### config.mk
export PLATFORM = sky130hd
export DESIGN_NAME = exc_prio_vec
export DESIGN_NICKNAME = d
export VERILOG_FILES = /design/src/rtl/exc_prio_vec.sv
export SDC_FILE = /design/constraint.sdc
export NUM_CORES = 1
export LEC_CHECK = 0
export BUFFER_PORTS_ARGS = -buffer_cell sky130_fd_sc_hd__buf_2
export CORE_MARGIN = 2
export CORE_UTILIZATION = 33
export DETAILED_ROUTE_END_ITERATION = 7
export HOLD_SLACK_MARGIN = 0.03
export PLACE_DENSITY = 0.87
export SYNTH_ARGS = -nofsm -noshare
export SYNTH_HDL_FRONTEND = slang
export SYNTH_SLANG_ARGS = --single-unit
### constraint.sdc
create_clock -name clk -period 1.77 [get_ports clk]
set_input_delay 0.0885 -clock clk [delete_from_list [all_inputs] [get_ports clk]]
set_output_delay 0.0885 -clock clk [all_outputs]
set_load 0.01 [all_outputs]
### src/rtl/exc_prio_vec.sv
`timescale 1ns/1ps
module exc_prio_vec #(
  parameter int EA_W  = 32,
  parameter int VEC_W = 20
) (
  input  logic              clk,
  input  logic              rst_n,
  input  logic              sys_rst_req,
  input  logic              mchk_req,
  input  logic              mchk_en,
  input  logic              prog_err,
  input  logic              fp_instr,
  input  logic              st_fp,
  input  logic              sc_instr,
  input  logic              insn_done,
  input  logic              insn_branch,
  input  logic              insn_isync,
  input  logic              st_se,
  input  logic              st_be,
  input  logic              st_ee,
  input  logic              st_ir,
  input  logic              dec_top,
  input  logic              sysmgmt_req_n,
  input  logic              perf_limit,
  input  logic              perf_int_en,
  input  logic              therm_en,
  input  logic              therm_over,
  input  logic [EA_W-1:2]   bkpt_addr,
  input  logic              bkpt_te,
  input  logic              bkpt_en,
  input  logic [EA_W-1:2]   next_ea,
  output logic              take_exc,
  output logic [VEC_W-1:0]  vec_off,
  output logic              checkstop
);

  localparam logic [VEC_W-1:0] V_RST  = VEC_W'(20'h00100);
  localparam logic [VEC_W-1:0] V_MCHK = VEC_W'(20'h00200);
  localparam logic [VEC_W-1:0] V_PROG = VEC_W'(20'h00700);
  localparam logic [VEC_W-1:0] V_FPU  = VEC_W'(20'h00800);
  localparam logic [VEC_W-1:0] V_DEC  = VEC_W'(20'h00900);
  localparam logic [VEC_W-1:0] V_SC   = VEC_W'(20'h00C00);
  localparam logic [VEC_W-1:0] V_TRC  = VEC_W'(20'h00D00);
  localparam logic [VEC_W-1:0] V_PERF = VEC_W'(20'h00F00);
  localparam logic [VEC_W-1:0] V_BKPT = VEC_W'(20'h01300);
  localparam logic [VEC_W-1:0] V_SMGT = VEC_W'(20'h01400);
  localparam logic [VEC_W-1:0] V_THRM = VEC_W'(20'h01700);

  logic dec_q;
  logic p_smgt, p_dec, p_perf, p_thrm;
  logic c_smgt, c_dec, c_perf, c_thrm;
  logic [VEC_W-1:0] vec_nx;

  wire mchk_stop = mchk_req & ~mchk_en;
  wire halted    = checkstop | mchk_stop;

  wire fpu_hit  = fp_instr & ~st_fp;
  wire trc_hit  = insn_done & ~insn_isync & (st_se | (insn_branch & st_be));
  wire bkpt_hit = insn_done & bkpt_en & (bkpt_te == st_ir) & (bkpt_addr == next_ea);

  wire s_smgt = ~sysmgmt_req_n;
  wire s_dec  = dec_top & ~dec_q;
  wire s_perf = perf_limit;
  wire s_thrm = therm_en & therm_over;

  always_comb begin
    vec_nx = '0;
    c_smgt = 1'b0;
    c_dec  = 1'b0;
    c_perf = 1'b0;
    c_thrm = 1'b0;
    if (halted)                   vec_nx = '0;
    else if (sys_rst_req)         vec_nx = V_RST;
    else if (mchk_req)            vec_nx = V_MCHK;
    else if (prog_err)            vec_nx = V_PROG;
    else if (fpu_hit)             vec_nx = V_FPU;
    else if (sc_instr)            vec_nx = V_SC;
    else if (bkpt_hit)            vec_nx = V_BKPT;
    else if (trc_hit)             vec_nx = V_TRC;
    else if (p_smgt && st_ee)     begin vec_nx = V_SMGT; c_smgt = 1'b1; end
    else if (p_dec && st_ee)      begin vec_nx = V_DEC;  c_dec  = 1'b1; end
    else if (p_perf && perf_int_en) begin vec_nx = V_PERF; c_perf = 1'b1; end
    else if (p_thrm && st_ee)     begin vec_nx = V_THRM; c_thrm = 1'b1; end
  end

  always_ff @(posedge clk or negedge rst_n) begin
    if (!rst_n) begin
      take_exc  <= 1'b0;
      vec_off   <= '0;
      checkstop <= 1'b0;
      dec_q     <= 1'b1;
      p_smgt    <= 1'b0;
      p_dec     <= 1'b0;
      p_perf    <= 1'b0;
      p_thrm    <= 1'b0;
    end else begin
      take_exc  <= (vec_nx != '0);
      vec_off   <= vec_nx;
      checkstop <= checkstop | mchk_stop;
      dec_q     <= dec_top;
      p_smgt    <= (p_smgt | s_smgt) & ~c_smgt;
      p_dec     <= (p_dec  | s_dec)  & ~c_dec;
      p_perf    <= (p_perf | s_perf) & ~c_perf;
      p_thrm    <= (p_thrm | s_thrm) & ~c_thrm;
    end
  end


  idle_zero_chk: assert property (@(posedge clk) disable iff (!rst_n)
    !take_exc |-> vec_off == '0);


  take_nonzero_chk: assert property (@(posedge clk) disable iff (!rst_n)
    take_exc |-> vec_off != '0);


  checkstop_hold_chk: assert property (@(posedge clk) disable iff (!rst_n)
    checkstop |=> checkstop);


  checkstop_quiet_chk: assert property (@(posedge clk) disable iff (!rst_n)
    checkstop |-> !take_exc);


  reset_wins_chk: assert property (@(posedge clk) disable iff (!rst_n)
    (sys_rst_req && !checkstop && !(mchk_req && !mchk_en)) |=> (take_exc && vec_off == V_RST));


  dec_hold_chk: assert property (@(posedge clk) disable iff (!rst_n)
    (p_dec && !st_ee) |=> p_dec);


  smgt_gate_chk: assert property (@(posedge clk) disable iff (!rst_n)
    !st_ee |=> vec_off != V_SMGT);

endmodule

### After elaboration in Yosys (flattened, before gate mapping)

Cells that the tools add are included.

| storage, ports and cells | value |
|---|---|
| register bits | 27 |
| latch bits | 0 |
| bits in writable memories | 0 |
| ROM bits | 0 |
| bits of input ports | 84 |
| output and inout bits | 22 |
| memories kept | 0 |

| cells by class | value |
|---|---|
| add/subtract/negate cells | 0 |
| $mul | 0 |
| div/mod/pow operators | 0 |
| magnitude comparators | 0 |
| equal/unequal tests | 2 |
| shift-type cells | 0 |
| multiplexer cells | 54 |
| bitwise gates (word level) | 29 |
| reductions and logical operators | 5 |

Operators by type and width:

| operator | count |
|---|---|
| 13-bit two-way mux | 12 |
| 1-bit two-way mux | 42 |
| 30-bit == test | 1 |
| 20-bit nonzero test | 1 |
| 1-bit AND | 14 |
| 1-bit NOT | 9 |
| 1-bit bitwise OR | 6 |
| 1-bit logical AND | 4 |
| 1-bit == test | 1 |

### Logic depth before layout (Yosys ltp)

| logic depth | value |
|---|---|
| word-level depth | 15 |
| gate-level depth with buffers | 6 |
| depth with buffers taken out | 6 |

### Worst setup path before layout

No wires, ideal clock.

| timing path | value |
|---|---|
| kind | reg-to-reg |
| start | register p_dec |
| end | register take_exc |
| arrival | 1.528 ns |
| data required time | 1.644 ns |
| slack | 0.116 ns |
| cell stages (with the launch flop) | 6 |
| buffers on the path | 0 |
| cell sequence | dfrtp_1 -> a22o_1 -> nand2_1 -> nand2_1 -> or4_4 -> a221o_1 |

| between the ends | value |
|---|---|
| cells in the longest elaborated chain, start to end | 12 |

RTL lines:

| item | line | RTL |
|---|---|---|
| start, declared | 50 | `logic p_smgt, p_dec, p_perf, p_thrm;` |
| start signal, assigned | 102 | `p_dec <= (p_dec \| s_dec) & ~c_dec;` |
| 1-bit logical AND | 81 | `else if (p_dec && st_ee) begin vec_nx = V_DEC; c_dec = 1'b1; end` |
| 13-bit two-way mux | 81 |  |
| 13-bit two-way mux | 80 | `else if (p_smgt && st_ee) begin vec_nx = V_SMGT; c_smgt = 1'b1; end` |
| 13-bit two-way mux | 79 | `else if (trc_hit) vec_nx = V_TRC;` |
| 13-bit two-way mux | 78 | `else if (bkpt_hit) vec_nx = V_BKPT;` |
| 13-bit two-way mux | 77 | `else if (sc_instr) vec_nx = V_SC;` |
| 13-bit two-way mux | 76 | `else if (fpu_hit) vec_nx = V_FPU;` |
| 13-bit two-way mux | 75 | `else if (prog_err) vec_nx = V_PROG;` |
| 13-bit two-way mux | 74 | `else if (mchk_req) vec_nx = V_MCHK;` |
| 13-bit two-way mux | 73 | `else if (sys_rst_req) vec_nx = V_RST;` |
| 13-bit two-way mux | 72 | `if (halted) vec_nx = '0;` |
| 20-bit nonzero test | 97 | `take_exc <= (vec_nx != '0);` |
| end signal, assigned | 97 |  |
| end, declared | 32 | `output logic take_exc,` |

No other way between the ends.

### Final worst setup path

| timing path | value |
|---|---|
| start | register p_perf |
| end | register take_exc |

| between the ends | value |
|---|---|
| cells in the longest elaborated chain, start to end | 13 |

RTL lines:

| item | line | RTL |
|---|---|---|
| start, declared | 50 |  |
| start signal, assigned | 103 | `p_perf <= (p_perf \| s_perf) & ~c_perf;` |
| 1-bit logical AND | 82 | `else if (p_perf && perf_int_en) begin vec_nx = V_PERF; c_perf = 1'b1; end` |
| 13-bit two-way mux | 82 |  |
| 13-bit two-way mux | 81 |  |
| 13-bit two-way mux | 80 |  |
| 13-bit two-way mux | 79 |  |
| 13-bit two-way mux | 78 |  |
| 13-bit two-way mux | 77 |  |
| 13-bit two-way mux | 76 |  |
| 13-bit two-way mux | 75 |  |
| 13-bit two-way mux | 74 |  |
| 13-bit two-way mux | 73 |  |
| 13-bit two-way mux | 72 |  |
| 20-bit nonzero test | 97 |  |

No other way between the ends.

==> key figures <==
Yosys
  – Yosys warns: 0
  – Top cells by count, synth: xor2_1 (31), buf_4 (15), dfrtp_1 (11)
  – Mean Syn Cell Area: between 8 and 9 sq um
  – Count of different cell masters after synthesis: 32
  – Synth top area share: around a quarter
  – Mapped Cells: roughly 130
  – Fraction of registers with async set/reset: 100%
  – Count leader, synth: xor2_1
  – Most area-hungry cell type in the Yosys netlist: dfrtp_1
  – Flop and latch count out of synthesis: 12
  – Mapped cell area: 0.00111 sq mm
  – Post-synth EDFFs: 0
  – Synth Flop Type: dfrtp_1
  – Register area share after synthesis: 27.3%
  – Synth top area cells: dfrtp_1 (25%), xor2_1 (25%), buf_4 (10%)

Worst setup path
  – Critical Path Source Type: register
  – Reg-to-reg slack, setup: about 0.087 ns
  – Crit path DAT: ~1.8 ns
  – Crit Path Class: register to register
  – Critical Path RT: slightly below 2 ns
  – Worst reg2reg path endpoint: take_exc$_DFF_PN0_
  – Reg2Reg Depth: 5
  – CP Max Fanout: 3
  – Reg2reg start: p_perf$_DFF_PN0_
  – Endpoint class of the critical path: register

STA
  – RSZ-0062 raised after global routing: false
  – Final setup vio count: 0
  – Max-slew violations: 0
  – Fin. Hold Viols: 0
  – Clock period minus worst slack: approximately 1.7 ns
  – Skew final: approximately 0.0065 ns
  – Fin Setup TNS: 0 ns
  – Fmax: a little under 0.6 GHz
  – Final critical-path share of the clock period: 95.1%

Routing
  – M1 WL: approximately 940 um
  – WL per Instance: slightly above 10 um
  – Drt via density: roughly 4.5
  – Detail Route met3 WL: 209 um
  – Pre-antenna DRT Iters: 4
  – Drt initial violations: 66
  – Final ANT Viol Nets: 0
  – WL met2: 1630 um
  – Vias: 1258
  – Number of remaining DRC errors: 0
  – Top layer in use: met4
  – Drt total wl: ~2800 um

Clock tree
  – Maximum root-to-sink buffer count: 2
  – Post_cts resized: 0
  – Clock slew at reported path FFs: approximately 0.08 ns
  – H-tree levels: 1
  – Worst skew pair latency: 0.27 ns
  – CTS root buf: clkbuf_4
  – Post-CTS Setup Bufs: 0
  – Num CTS Buffers: 3
  – Clk sinks: 12
  – CTS tree: done

Power
  – Pwr Total: 0.719 mW
  – PwrDens: approximately 440 mW/mm^2
  – Leakage: ~0.9 nW
  – Worst vdd ir: ~0.00018 V

Floorplanning
  – Core Box Area: roughly 0.0033 sq mm
  – Die area: 0.00383 sq mm
  – Die Y-Extent: just over 60 um
  – Die Width: between 60 and 70 um
  – IO Pins: around 110
  – Row cnt: 21
  – Initial core utilization: roughly a third

Global routing
  – GRT Overall Usage: roughly 15%
  – Largest net degree at the start of global routing: 13
  – Vias in the first global route: approximately 1100
  – Initial antenna violation count: 0
  – First-pass GRT wire length: 4290 um
  – GRT overflow: 0

Finish
  – Share of layout cells above drive strength 1: 44.4%
  – Storage cell area: 302 sq um
  – Fin util: 50.2%
  – Fillers: approximately 310
  – Fin nets: roughly 320
  – Post-Layout Cell Count: 278
  – Multi-input combinational cell area: 718 sq um
  – Antenna Cells: 0
  – Area growth syn-to-layout: 49.2%

Place
  – Port Buf Inserts: 90
  – Hpwl dp: ~2500 um
  – RePlAce Congestion: 0.823
  – Placed Cells incl. Taps: roughly 270

Min path
  – Hold_sp: perf_limit
  – HP Class: input pin to register
  – Hold Crit Depth: 3
  – Worst hold endpoint: p_perf$_DFF_PN0_

Run
  – Max Cap Viol: 0

Outcome
  – Status: finished clean
state kept, by name, indices dropped and copies added, names as in the netlist:
name and flops:
p_perf 1, take_exc 1, p_dec 1, p_thrm 1, checkstop 1, vec_off 5, dec_q 1, p_smgt 1
cell type report:
type,count,share of cell area [%]
Timing Repair Buffer,97,30.9
Multi-Input combinational cell,112,43.5
Tap cell,46,3.49
Clock buffer,4,2.20
Sequential cell,12,18.3
Inverter,7,1.59
placed cells by master (no fill, tap or decap), types with 2 or more instances in the layout:
| cell | Yosys | final |
|---|---|---|
| buf_4 | 15 | 4 |
| a21oi_1 | 8 | 8 |
| inv_1 | 7 | 7 |
| nand2_1 | 8 | 8 |
| o21ai_0 | 3 | 3 |
| nand4_1 | 2 | 2 |
| nand2b_1 | 2 | 2 |
| clkbuf_4 | 0 | 3 |
| conb_1 | 1 | 15 |
| a31oi_1 | 4 | 4 |
| xor2_1 | 31 | 31 |
| o21a_1 | 4 | 4 |
| buf_2 | 0 | 90 |
| nor4_1 | 8 | 8 |
| dlygate4sd3_1 | 0 | 3 |
| dfrtp_1 | 11 | 11 |
| nor2_1 | 10 | 10 |
worst max path at each step:
stage,to,startpoint,cells after the start
2_1_floorplan,take_exc$_DFF_PN0_,p_dec$_DFF_PN0_,5
3_3_place_gp,take_exc$_DFF_PN0_,p_perf$_DFF_PN0_,5
3_5_place_dp,take_exc$_DFF_PN0_,p_perf$_DFF_PN0_,5
4_1_cts,take_exc$_DFF_PN0_,p_perf$_DFF_PN0_,5
5_1_grt,take_exc$_DFF_PN0_,p_dec$_DFF_PN0_,5
6_report,take_exc$_DFF_PN0_,p_perf$_DFF_PN0_,5
power by group:
group	total [mW]	switching, mW	internal, mW	leakage (nW)
registers	0.276	0.000297	0.276	0.138
clock network	0.219	0.0940	0.125	0.0210
logic	0.223	0.106	0.117	0.736
total	0.719	0.201	0.518	0.896
stage by stage:
stage	setup WS, ns	hold slack, ns	instance area, sq um
4_1_cts	0.0886	0.0780	1650
2_1_floorplan	0.116	-0.207	1160
3_3_place_gp	0.129	-0.0250	1580
3_5_place_dp	0.106	-0.0256	1580
6_report	0.0873	0.0725	1650
5_1_grt	0.0310	0.0915	1650
layer usage:
layer | track usage (%) | vias to the layer above
met5 | 0 | -
met4 | 5.78 | 0
met3 | 1.45 | 4
met2 | 31.9 | 64
met1 | 14.2 | 558
li1 | - | 632
worst max-delay path, cell delays in order, from the launching register on:
cell,delay [ns]
dfrtp_1,0.40
a22o_1,0.20
nand2_1,0.06
nand2_1,0.07
or4_4,0.49
a221o_1,0.35
cell families after synthesis:
family | synth area share [%]
other | 0.339
DFF | 27.3
and+or+nand+nor | 18.0
buffers and inverters | 12.6
xor gates and xnor gates | 24.5
AOI/OAI and AO/OA | 17.3
repair_timing:
item,CTS,global route
hold buffers,3,0
endpoints found under the hold margin,14,0
endpoints found under the setup margin,0,0
Note: power is estimated with default switching activity, not from simulation.
